**config.mk**
```make
export PLATFORM = sky130hd
export DESIGN_NAME = modal_timer8
export DESIGN_NICKNAME = d
export VERILOG_FILES = /design/src/rtl/tcnt_pkg.sv /design/src/rtl/tcnt_prescale.sv /design/src/rtl/tcnt_core.sv /design/src/rtl/tcnt_flag.sv /design/src/rtl/modal_timer8.sv
export SDC_FILE = /design/constraint.sdc
export NUM_CORES = 1
export LEC_CHECK = 0
export BUFFER_PORTS_ARGS = -buffer_cell sky130_fd_sc_hd__buf_4
export CAP_MARGIN = 0
export CORE_ASPECT_RATIO = 0.6
export CORE_MARGIN = 3
export CORE_UTILIZATION = 25
export DETAILED_ROUTE_END_ITERATION = 8
export PLACE_DENSITY = 0.48
export SETUP_SLACK_MARGIN = 0.15
export SYNTH_ARGS = -nofsm -noshare
export SYNTH_HDL_FRONTEND = slang
export SYNTH_SLANG_ARGS = --single-unit
```
**constraint.sdc**
```tcl
create_clock -name clk -period 3.25 [get_ports clk]
set_clock_uncertainty 0.2 [all_clocks]
set_input_delay 0.325 -clock clk [delete_from_list [all_inputs] [get_ports clk]]
set_output_delay 0.325 -clock clk [all_outputs]
set_load 0.03 [all_outputs]
```
**src/rtl/tcnt_pkg.sv**
```systemverilog
package tcnt_pkg;

    typedef enum logic [1:0] {
        MODE_FREE = 2'd0,
        MODE_DOWN = 2'd1,
        MODE_MOD  = 2'd2,
        MODE_UPDN = 2'd3
    } cnt_mode_e;

endpackage

```
**src/rtl/tcnt_prescale.sv**
```systemverilog
module tcnt_prescale #(
    parameter int DIV_W = 3
) (
    input  logic             clk,
    input  logic             rst_n,
    input  logic             run,
    input  logic             restart,
    input  logic [DIV_W-1:0] div_sel,
    output logic             tick
);
    localparam int PRE_W = (1 << DIV_W) - 1;

    logic [PRE_W-1:0] pre_d, pre_q;
    logic [PRE_W:0]   one_hot;
    logic [PRE_W-1:0] mask;

    // mask has div_sel low ones; an exponent of PRE_W wraps to all ones
    always_comb begin
        one_hot = (PRE_W + 1)'(1) << div_sel;
        mask    = one_hot[PRE_W-1:0] - PRE_W'(1);
        tick    = run & ~restart & ((pre_q & mask) == mask);
        pre_d   = pre_q;
        if (restart) begin
            pre_d = '0;
        end else if (run) begin
            pre_d = pre_q + PRE_W'(1);
        end
    end

    always_ff @(posedge clk or negedge rst_n) begin
        if (!rst_n) begin
            pre_q <= '0;
        end else begin
            pre_q <= pre_d;
        end
    end


    tick_needs_run_chk: assert property (@(posedge clk) disable iff (!rst_n)
        tick |-> run);


    div_two_spacing_chk: assert property (@(posedge clk) disable iff (!rst_n)
        (tick && div_sel == DIV_W'(1)) |=> !(tick && div_sel == DIV_W'(1)));

endmodule

```
**src/rtl/tcnt_core.sv**
```systemverilog
module tcnt_core
    import tcnt_pkg::*;
#(
    parameter int CNT_W = 8
) (
    input  logic             clk,
    input  logic             rst_n,
    input  logic             run,
    input  logic             clr,
    input  logic             tick,
    input  cnt_mode_e        mode,
    input  logic [CNT_W-1:0] limit,
    output logic             start_edge,
    output logic             term_evt,
    output logic [CNT_W-1:0] count,
    output logic             count_down,
    output logic             tc_pulse
);
    localparam logic [CNT_W-1:0] CNT_MAX = {CNT_W{1'b1}};
    localparam logic [CNT_W-1:0] CNT_ONE = CNT_W'(1);

    typedef struct packed {
        logic [CNT_W-1:0] cnt;
        logic             dir;
        logic             tc;
        logic             run;
    } core_st_t;

    core_st_t         st_d, st_q;
    logic [CNT_W-1:0] inc_v, dec_v;
    logic             turn;
    logic             evt;

    always_comb begin
        st_d       = st_q;
        st_d.run   = run;
        evt        = 1'b0;
        turn       = 1'b0;
        start_edge = run & ~st_q.run;
        inc_v      = st_q.cnt + CNT_ONE;
        dec_v      = (st_q.cnt == '0) ? '0 : st_q.cnt - CNT_ONE;
        if (clr) begin
            st_d.cnt = '0;
            st_d.dir = 1'b0;
        end else if (start_edge) begin
            if (mode == MODE_DOWN) begin
                st_d.cnt = limit;
                st_d.dir = 1'b1;
            end
        end else if (tick) begin
            unique case (mode)
                MODE_FREE: begin
                    st_d.dir = 1'b0;
                    st_d.cnt = inc_v;
                    evt      = (inc_v == CNT_MAX);
                end
                MODE_DOWN: begin
                    st_d.dir = 1'b1;
                    st_d.cnt = dec_v;
                    evt      = (st_q.cnt == CNT_ONE);
                end
                MODE_MOD: begin
                    st_d.dir = 1'b0;
                    if (st_q.cnt >= limit) begin
                        st_d.cnt = '0;
                        evt      = 1'b1;
                    end else begin
                        st_d.cnt = inc_v;
                    end
                end
                MODE_UPDN: begin
                    turn = ~st_q.dir & (st_q.cnt >= limit);
                    if (st_q.dir | turn) begin
                        st_d.cnt = dec_v;
                        st_d.dir = 1'b1;
                        if (dec_v == '0) begin
                            st_d.dir = 1'b0;
                            evt      = 1'b1;
                        end
                    end else begin
                        st_d.cnt = inc_v;
                        st_d.dir = 1'b0;
                    end
                end
                default: ;
            endcase
        end
        st_d.tc  = evt;
        term_evt = evt;
    end

    always_ff @(posedge clk or negedge rst_n) begin
        if (!rst_n) begin
            st_q <= '0;
        end else begin
            st_q <= st_d;
        end
    end

    assign count      = st_q.cnt;
    assign count_down = st_q.dir;
    assign tc_pulse   = st_q.tc;


    clear_zeroes_chk: assert property (@(posedge clk) disable iff (!rst_n)
        clr |=> (count == '0 && !count_down));


    stopped_hold_chk: assert property (@(posedge clk) disable iff (!rst_n)
        (!run && !clr) |=> ($stable(count) && $stable(count_down)));


    down_rest_chk: assert property (@(posedge clk) disable iff (!rst_n)
        (mode == MODE_DOWN && count == '0 && !clr && !start_edge) |=> (count == '0 && !tc_pulse));


    modulo_wrap_chk: assert property (@(posedge clk) disable iff (!rst_n)
        (mode == MODE_MOD && tick && !clr && count >= limit) |=> (count == '0 && tc_pulse));

endmodule

```
**src/rtl/tcnt_flag.sv**
```systemverilog
module tcnt_flag (
    input  logic clk,
    input  logic rst_n,
    input  logic set_evt,
    input  logic clr_req,
    input  logic mask,
    output logic flag,
    output logic irq
);
    logic flag_d, flag_q;

    always_comb begin
        flag_d = set_evt | (flag_q & ~clr_req);
        irq    = flag_q & mask;
    end

    always_ff @(posedge clk or negedge rst_n) begin
        if (!rst_n) begin
            flag_q <= 1'b0;
        end else begin
            flag_q <= flag_d;
        end
    end

    assign flag = flag_q;


    flag_set_wins_chk: assert property (@(posedge clk) disable iff (!rst_n)
        set_evt |=> flag);


    flag_clear_chk: assert property (@(posedge clk) disable iff (!rst_n)
        (clr_req && !set_evt) |=> !flag);


    flag_sticky_chk: assert property (@(posedge clk) disable iff (!rst_n)
        (flag && !clr_req) |=> flag);

endmodule

```
**src/rtl/modal_timer8.sv**
```systemverilog
module modal_timer8
    import tcnt_pkg::*;
#(
    parameter int CNT_W = 8,
    parameter int DIV_W = 3
) (
    input  logic             clk,
    input  logic             rst_n,
    input  logic             run_en,
    input  logic             clr_stb,
    input  logic [1:0]       mode_sel,
    input  logic [DIV_W-1:0] div_sel,
    input  logic [CNT_W-1:0] limit_val,
    input  logic             ovf_mask,
    input  logic             ovf_clr,
    output logic [CNT_W-1:0] count,
    output logic             count_down,
    output logic             tc_pulse,
    output logic             ovf_flag,
    output logic             irq
);
    logic      tick;
    logic      start_edge;
    logic      term_evt;
    logic      pre_restart;
    cnt_mode_e mode;

    assign mode        = cnt_mode_e'(mode_sel);
    assign pre_restart = clr_stb | start_edge;

    tcnt_prescale #(.DIV_W(DIV_W)) u_prescale (
        .clk     (clk),
        .rst_n   (rst_n),
        .run     (run_en),
        .restart (pre_restart),
        .div_sel (div_sel),
        .tick    (tick)
    );

    tcnt_core #(.CNT_W(CNT_W)) u_core (
        .clk        (clk),
        .rst_n      (rst_n),
        .run        (run_en),
        .clr        (clr_stb),
        .tick       (tick),
        .mode       (mode),
        .limit      (limit_val),
        .start_edge (start_edge),
        .term_evt   (term_evt),
        .count      (count),
        .count_down (count_down),
        .tc_pulse   (tc_pulse)
    );

    tcnt_flag u_flag (
        .clk     (clk),
        .rst_n   (rst_n),
        .set_evt (term_evt),
        .clr_req (ovf_clr),
        .mask    (ovf_mask),
        .flag    (ovf_flag),
        .irq     (irq)
    );

endmodule

```
# After elaboration in Yosys (flattened, before gate mapping)
# Cells that the tools add are included.
[word_totals]
in_bits = 19
reg_bits = 19
[classes]
n_eq_ne = 7
n_reduce_logical = 6
n_lt_le_gt_ge = 1
n_mux = 18
n_bitwise = 14
n_shift = 1
add_sub_neg = 4
[op_table]
columns = ["operator", "count"]
rows = [
  ["2-to-1 mux 9 bit", 5],
  ["one-hot mux 9 bit (4 select lines)", 1],
  ["zero test 8 bit", 2],
  ["2-to-1 mux 8 bit", 2],
  ["2-to-1 mux 7 bit", 2],
  ["adder 8 x 1 -> 8 bit (second input constant)", 1],
  ["== test 8 x 1 -> 1 bit (second input constant)", 1],
  ["== test 8 bit (second input constant)", 1],
  [">= comparator 8 bit", 1],
  ["subtractor 8 x 1 -> 8 bit (second input constant)", 1],
  ["adder 7 x 1 -> 7 bit (second input constant)", 1],
  ["bitwise AND 7 bit", 1],
  ["== test 7 bit", 1],
  ["2-to-1 mux 1 bit", 7],
  ["<< shifter 1 x 3 -> 7 bit (first input constant)", 1],
  ["subtractor 7 x 1 -> 7 bit (second input constant)", 1],
  ["bitwise AND 1 bit", 6],
  ["== test 2 bit (second input constant)", 2],
  ["inverter 1 bit", 4],
  ["one-hot mux 1 bit (4 select lines)", 1],
  ["inequality test 3 x 2 -> 1 bit (second input constant)", 1],
  ["bitwise OR 1 bit", 3],
  ["nonzero test 3 bit", 1],
  ["== test 2 x 1 -> 1 bit (second input constant)", 1],
  ["other kinds (3)", 3],
]

# Logic depth before layout (Yosys ltp)
# Gate-level depths: netlist of run 1.
[depth]
word_depth = 10
mapped_depth = 9
mapped_depth_nobuf = 8

# Cells and area by module
# A second synthesis of run 1 with hierarchy kept.
[unflattened]
cells_unflattened = 232
hier_area_um2 = 1923.1
[modules_own_cells]
columns = ["module", "cells_per_inst", "n_inst", "area_each_um2"]
rows = [
  ["tcnt_core", 188, 1, 1491.4],
  ["tcnt_prescale", 39, 1, 382.9],
  ["tcnt_flag", 4, 1, 42.5],
  ["modal_timer8", 1, 1, 6.3],
]

# Least setup slack after synthesis of run 1
# No wires, ideal clock.
[synth_timing]
path_kind = "reg-to-reg"
from = "register u_core.st_q, in the netlist u_core.count[0]"
to = "register u_core.st_q, in the netlist u_core.count[7]"
setup_slack_ns = 0.626
path_stages_with_launch = 10
required_ns = 2.960
synth_period_minus_slack_ns = 2.624
arrival_ns = 2.334
setup_time_ns = 0.090
path_cell_list = "dfrtp_1 -> clkbuf_1 -> inv_1 -> ha_1 -> a31oi_1 -> nor2b_1 -> o311a_1 -> o21ai_1 -> mux2_2 -> o221ai_1"
[synth_via]
elab_chain_len = 8
[synth_rtl]
columns = ["element", "line", "source"]
rows = [
  ["from (decl)", "tcnt_core.sv:29", "core_st_t st_d, st_q;"],
  ["from (signal assigned)", "tcnt_core.sv:96", "st_q <= st_d;"],
  [">= comparator 8 bit", "tcnt_core.sv:64, tcnt_core.sv:72", ""],
  ["bitwise AND 1 bit", "tcnt_core.sv:72", "turn = ~st_q.dir & (st_q.cnt >= limit);"],
  ["bitwise OR 1 bit", "tcnt_core.sv:73", "if (st_q.dir | turn) begin"],
  ["2-to-1 mux 9 bit", "tcnt_core.sv:73", ""],
  ["one-hot mux 9 bit (4 select lines) (*)", "tcnt_core.sv:51", "unique case (mode)"],
  ["2-to-1 mux 9 bit (*)", "tcnt_core.sv:50", "end else if (tick) begin"],
  ["2-to-1 mux 9 bit (*)", "tcnt_core.sv:45", "end else if (start_edge) begin"],
  ["2-to-1 mux 9 bit (*)", "tcnt_core.sv:42", "if (clr) begin"],
]
# Mark *: on every way between the ends. The rest lies on a longest branch, timed or not. The select of a mux whose other input is x is not followed.
# A chain may end at the register's enable or synchronous reset.

# Worst setup path after layout of run 1
[layout_timing]
from = "register u_core.st_q, in the netlist u_core.count[7]"
to = "register u_core.st_q, in the netlist u_core.count[3]"
# Same word-level chain as after synthesis.

==> results of run 1 <==
[power by group through the flow]
stage / logic, mW / registers (mW) / clock network (mW)
detailed placement: 0.310 / 0.261 / 0
CTS: 0.313 / 0.257 / 0.273
global placement: 0.312 / 0.262 / 0
floorplan: 0.210 / 0.263 / 0
global route: 0.352 / 0.259 / 0.285
finish: 0.318 / 0.257 / 0.265
[cell type report]
class	count	area share
Clock buffer	4	0.0322
Inverter	21	0.0322
Multi-Input combinational cell	199	0.567
Sequential cell	19	0.194
Tap cell	104	0.0532
Timing Repair Buffer	39	0.121
[worst min path at each step]
stage | startpoint | endpoint | slack (ns)
finish | ovf_clr | u_flag.flag$_DFF_PN0_ | 0.05
global route | ovf_clr | u_flag.flag$_DFF_PN0_ | 0.05
CTS | ovf_clr | u_flag.flag$_DFF_PN0_ | 0.05
detailed placement | rst_n | u_prescale.pre_q[4]$_DFFE_PN0P_ | 0.03
global placement | rst_n | u_prescale.pre_q[4]$_DFFE_PN0P_ | 0.03
floorplan | rst_n | u_core.count[0]$_DFFE_PN0P_ | -0.17
[cell usage after synthesis, types with 3 or more instances]
cell type / count / area (sq um)
o22ai_1: 3 / 18.8
nor3_1: 9 / 45.0
nand2_1: 18 / 67.6
nor4_1: 3 / 18.8
a31oi_1: 10 / 62.6
o31ai_1: 3 / 22.5
a221o_1: 3 / 30.0
mux2i_1: 4 / 40.0
o211a_1: 4 / 40.0
o221ai_1: 3 / 26.3
dfrtp_1: 19 / 475
nand3_1: 14 / 70.1
nor2_1: 21 / 78.8
buf_4: 9 / 67.6
xnor2_1: 5 / 43.8
clkbuf_1: 7 / 26.3
and3_1: 6 / 37.5
inv_1: 21 / 78.8
nor3b_1: 3 / 22.5
nor2b_1: 8 / 50.1
a21oi_1: 11 / 55.1
ha_1: 15 / 188
nand4_1: 4 / 25.0
o21ai_0: 11 / 55.1
[flip-flops by register name, indices dropped and copies added (netlist names)]
register,cells
u_prescale.pre_q,7
u_core.tc_pulse,1
u_core.count_down,1
u_core.count,8
u_flag.flag,1
u_core.st_q,1
[kinds of logic (layout without fill, tap and decap cells)]
family,after synthesis,count (layout),share of synthesized area
multiplexers,6,6,0.0305
adder cells (fa/ha/maj),15,15,0.0915
AND/OR/NAND/NOR,99,99,0.258
AO/OA/AOI/OAI,72,72,0.267
XOR/XNOR,7,7,0.0299
buffers and inverters,40,64,0.0915
flip-flops,19,19,0.232
[per-stage QoR]
step / area (sq um) / instances / setup WS, ns / hold WS (ns) / util
after floorplan: 2050 / 258 / 0.626 / -0.171 / -
after global placement: 2360 / 381 / 0.530 / 0.0319 / 0.310
after detailed placement: 2360 / 381 / 0.514 / 0.0305 / 0.310
after CTS: 2450 / 386 / 0.555 / 0.0493 / 0.322
after global routing: 2450 / 386 / 0.397 / 0.0525 / 0.322
final: 2450 / 386 / 0.483 / 0.0513 / 0.322
[per-layer routing]
layer	global-route usage	wire, microns	share of wire
met1	0.260	3710	0.56
met2	0.161	2180	0.33
met3	0.0527	719	0.11
met4	0.0123	8	0.0012
met5	0	0	0
[what timing repair did]
action	CTS	global route
hold buffers	1	0
hold endpoints to repair	19	0
gates resized for setup	0	0
==> results.sh, run 1 <==
export IMPL_internal_power_uw=536
export IMPL_p_comb_frac=0.378
export IMPL_cts_setup_buffers=0
export IMPL_clk_latency_ns=0.26
export IMPL_final_net_count=317
export IMPL_min_period_ns=2.77
export IMPL_clkTransAtPathRegs_ns=0.06
export IMPL_cp_startpoint="u_core.count[7]$_DFFE_PN0P_"
export IMPL_syn_area_sq_um=2050
export IMPL_via_per_inst=5.33
export IMPL_clockPowerShare=0.316
export IMPL_grt_max_degree=20
export IMPL_hp_class="primary input to flop"
export IMPL_p_leak_nw=1.11
export IMPL_timing_rr_start="u_core.count[7]$_DFFE_PN0P_"
export IMPL_drc=0
export IMPL_num_rows=24
export IMPL_max_slew_margin=0.598
export IMPL_status="finished clean"
export IMPL_yosysWarnings=0
export IMPL_routed_wl_mm=6.61
export IMPL_dr_pass1_iters=5
export IMPL_p_sw_uw=304
export IMPL_antenna_found_initial=0
export IMPL_cpMaxStageDelayCell="dfrtp_1"
export IMPL_synthCells=258
export IMPL_ant_nets=0
export IMPL_synthArstFlopShare=1.00
export IMPL_grt_pass1_wl_mm=10.8
export IMPL_worst_path_dominant_cell_family="compound AO/OA/AOI/OAI gates"
export IMPL_grt_pass1_vias=1947
export IMPL_path_max_fanout=7
export IMPL_synth_nets=292
export IMPL_place_gp_congestion=0.938
export IMPL_grt_overflow=0
export IMPL_path_cells="ha_1 -> and3_1 -> o311a_1 -> o21ai_1 -> a22o_1 -> a221o_1"
export IMPL_core_sq_um=7600
export IMPL_cts_root_buf="clkbuf_16"
export IMPL_slew_viol_final=0
export IMPL_synth_edf_count=0
export IMPL_powerDensity_nw_per_um2=343
export IMPL_drt_wirelength_per_cell_microns=17.1
export IMPL_seqPwrFrac=0.306
export IMPL_hpwlAfterDp_mm=5.11
export IMPL_critPathKind="flop to flop"
export IMPL_rsz0062_at_grt="false"
export IMPL_track_usage=0.148
export IMPL_io_pins=31
export IMPL_cts_buffers=3
export IMPL_cp_start_kind="flop"
export IMPL_multiInputGateArea_sq_um=1390
export IMPL_h_tree_depth=1
export IMPL_layout_commonest_cell="buf_4"
export IMPL_antenna_cells=0
export IMPL_rrSetupSlack_ns=0.48
export IMPL_worst_path_stages=6
export IMPL_hold_viol=0
export IMPL_final_cell_mix="buf_4 (38), inv_1 (21), nor2_1 (21)"
export IMPL_crit_required_ns=3.18
export IMPL_end_kind="flop"
export IMPL_reg2reg_depth=6
export IMPL_syn_to_final_growth_pct=19.3
export IMPL_syn_avg_cell_area_sq_um=7.95
export IMPL_hold_depth=2
export IMPL_ir_drop_uv=148
export IMPL_cap_viol_max_count=0
export IMPL_fillCellCount=807
export IMPL_die_h_microns=76.2
export IMPL_clk_path_buf_depth=2
export IMPL_timing_fmax_mhz=361
export IMPL_synth_seq_cells=19
export IMPL_port_buffers=30
export IMPL_dominantRegCellSynth="dfrtp_1"
export IMPL_initial_core_util=0.270
export IMPL_drive_above_1_share=0.181
export IMPL_arrival_ns=2.70
export IMPL_reg2reg_to="u_core.count[3]$_DFFE_PN0P_"
export IMPL_setup_viol=0
export IMPL_cts_tree="done"
export IMPL_worst_slew_pin_slew_ns=0.597
export IMPL_fin_crit_sh=0.851
export IMPL_path_buf_inv=0
export IMPL_netSwitchingFraction=0.362
export IMPL_cts_sinks=19
export IMPL_regArea_sq_um=475
export IMPL_fin_setup_tns_ns=0
export IMPL_vias=2058
export IMPL_max_stage_delay_ns=0.48
export IMPL_endpoint="u_core.count[3]$_DFFE_PN0P_"
export IMPL_drt_iter0_drc=239
export IMPL_die_x_microns=123
export IMPL_synth_yosys_seq_area_share=0.232
export IMPL_yosysUniqueCellTypes=57
export IMPL_die_area_sq_um=9360
export IMPL_finalPower_uw=840
Note: power is estimated with default switching activity, not from simulation.
==> run 2, diff against run 1 <==
- CTS_BUF_LIST: default -> sky130_fd_sc_hd__clkbuf_2 sky130_fd_sc_hd__clkbuf_4 sky130_fd_sc_hd__clkbuf_8
- SLEW_MARGIN: default -> 25
==> run 2 against run 1 <==
First-iteration DRC count is 25% lower. Cell count did not move. Die area unchanged. Routed wire length decreased by 0.20%. Register-to-register slack lost 0.02 ns. Setup slack got worse by 0.018 ns. Sequential power is essentially flat. Via count shrank 0.68%. Final area fell by 1.2%. Global-route usage is essentially flat. Maximum frequency is 0.64% lower. Critical endpoint unchanged. Largest power group unchanged.
==> results.sh, run 2 (same netlist as run 1, synthesis figures left out) <==
export IMPL_status="finished clean"
export IMPL_final_net_count=317
export IMPL_antenna_cells=0
export IMPL_cts_buffers=3
export IMPL_slew_viol_final=0
export IMPL_grt_max_degree=20
export IMPL_rsz0062_at_grt="false"
export IMPL_fin_setup_tns_ns=0
export IMPL_end_kind="flop"
export IMPL_drt_iter0_drc=180
export IMPL_num_rows=24
export IMPL_worst_path_dominant_cell_family="compound AO/OA/AOI/OAI gates"
export IMPL_routed_wl_mm=6.60
export IMPL_fin_crit_sh=0.857
export IMPL_grt_overflow=0
export IMPL_ant_nets=0
export IMPL_vias=2044
export IMPL_critPathKind="flop to flop"
export IMPL_grt_pass1_vias=1949
export IMPL_fin_cells=386
export IMPL_antenna_found_initial=0
export IMPL_arrival_ns=2.73
export IMPL_hold_viol=0
export IMPL_place_area_sq_um=2360
export IMPL_design_area_sq_um=2420
export IMPL_clkTransAtPathRegs_ns=0.08
export IMPL_dr_pass1_iters=5
export IMPL_dpl_worst_slack_ns=0.514
export IMPL_crit_required_ns=3.20
export IMPL_hp_class="primary input to flop"
export IMPL_p_leak_nw=1.10
export IMPL_h_tree_depth=1
export IMPL_setup_slack_ns=0.465
export IMPL_path_buf_inv=0
export IMPL_layout_commonest_cell="buf_4"
export IMPL_die_area_sq_um=9360
export IMPL_via_per_inst=5.30
export IMPL_multiInputGateArea_sq_um=1390
export IMPL_finalPower_uw=758
export IMPL_setup_viol=0
export IMPL_port_buffers=30
export IMPL_place_gp_congestion=0.938
export IMPL_drive_above_1_share=0.184
export IMPL_cap_viol_max_count=0
export IMPL_core_sq_um=7600
export IMPL_cp_start_kind="flop"
export IMPL_path_cells="ha_1 -> and3_1 -> o311a_1 -> o21ai_1 -> a22o_1 -> a221o_1"
export IMPL_clk_path_buf_depth=2
export IMPL_drt_wirelength_per_cell_microns=17.1
export IMPL_cpMaxStageDelayCell="dfrtp_1"
export IMPL_dp_cells=381
export IMPL_io_pins=31
export IMPL_cts_sinks=19
export IMPL_max_slew_margin=0.605
export IMPL_cts_root_buf="clkbuf_8"
export IMPL_regArea_sq_um=475
export IMPL_drc=0
export IMPL_final_cell_mix="buf_4 (38), inv_1 (21), nor2_1 (21)"
export IMPL_syn_to_final_growth_pct=17.8
export IMPL_track_usage=0.147
export IMPL_largest_register_ffs=8
export IMPL_powerDensity_nw_per_um2=314
export IMPL_hpwlAfterDp_mm=5.11
export IMPL_die_x_microns=123
export IMPL_worst_slew_pin_slew_ns=0.591
export IMPL_initial_core_util=0.270
export IMPL_ir_drop_uv=121
export IMPL_clk_latency_ns=0.26
export IMPL_min_period_ns=2.78
export IMPL_cts_setup_buffers=0
export IMPL_timing_fmax_mhz=359
export IMPL_die_h_microns=76.2
export IMPL_max_stage_delay_ns=0.49
export IMPL_fillCellCount=812
export IMPL_path_max_fanout=7
export IMPL_grt_pass1_wl_mm=10.8
export IMPL_cts_tree="done"
## run 2: cell counts in the layout (fill, tap and decap cells not counted)
No cell type changed its count.
## run 2: through the flow
| step | hold WS, ns | util |
|---|---|---|
| global route | 0.0315 | 0.318 |
| global placement | 0.0319 | 0.310 |
| detailed placement | 0.0305 | 0.310 |
| finish | 0.0396 | 0.318 |
| CTS | 0.0328 | 0.318 |
| floorplan | -0.171 | - |
## run 2: timing repair
| item | CTS | global route |
|---|---|---|
| hold buffers | 1 | 0 |
| endpoints found under the setup margin | 0 | 0 |
| endpoints found under the hold margin | 19 | 0 |
| gates resized for setup | 0 | 0 |
## run 2: final timing paths
kind / from / end / cells after the start / slack [ns]
setup / recovery: u_core.count[7]$_DFFE_PN0P_ / u_core.count[3]$_DFFE_PN0P_ / 6 / 0.47
hold / removal: ovf_clr / u_flag.flag$_DFF_PN0_ / 2 / 0.04
setup reg to reg: u_core.count[7]$_DFFE_PN0P_ / u_core.count[3]$_DFFE_PN0P_ / 6 / 0.47
hold reg to reg: u_flag.flag$_DFF_PN0_ / u_flag.flag$_DFF_PN0_ / 2 / 0.35
max in group asynchronous: rst_n / u_core.count[4]$_DFFE_PN0P_ / 2 / 2.35
min in group asynchronous: rst_n / u_prescale.pre_q[4]$_DFFE_PN0P_ / 2 / 0.28
## run 2: report_power, final
part           total, mW  internal, mW  switching (mW)  leakage [nW]
Sequential         0.257         0.246          0.0111         0.256
Combinational      0.317         0.122           0.194         0.818
Clock              0.185        0.0959          0.0889        0.0262
## run 2: final cells by class
type / instances / share of cell area
Clock buffer: 4 / 0.0202
Inverter: 21 / 0.0326
Multi-Input combinational cell: 199 / 0.574
Sequential cell: 19 / 0.197
Tap cell: 104 / 0.0539
Timing Repair Buffer: 39 / 0.122
## run 2: layer usage
| metal | vias up | routed length (microns) | track usage | part of all wire |
|---|---|---|---|---|
| met5 | - | 0 | 0 | 0 |
| met4 | 0 | 8 | 0.0123 | 0.0012 |
| met3 | 2 | 744 | 0.0527 | 0.11 |
| met2 | 99 | 2120 | 0.162 | 0.32 |
| met1 | 948 | 3730 | 0.257 | 0.56 |
| li1 | 995 | - | - | - |
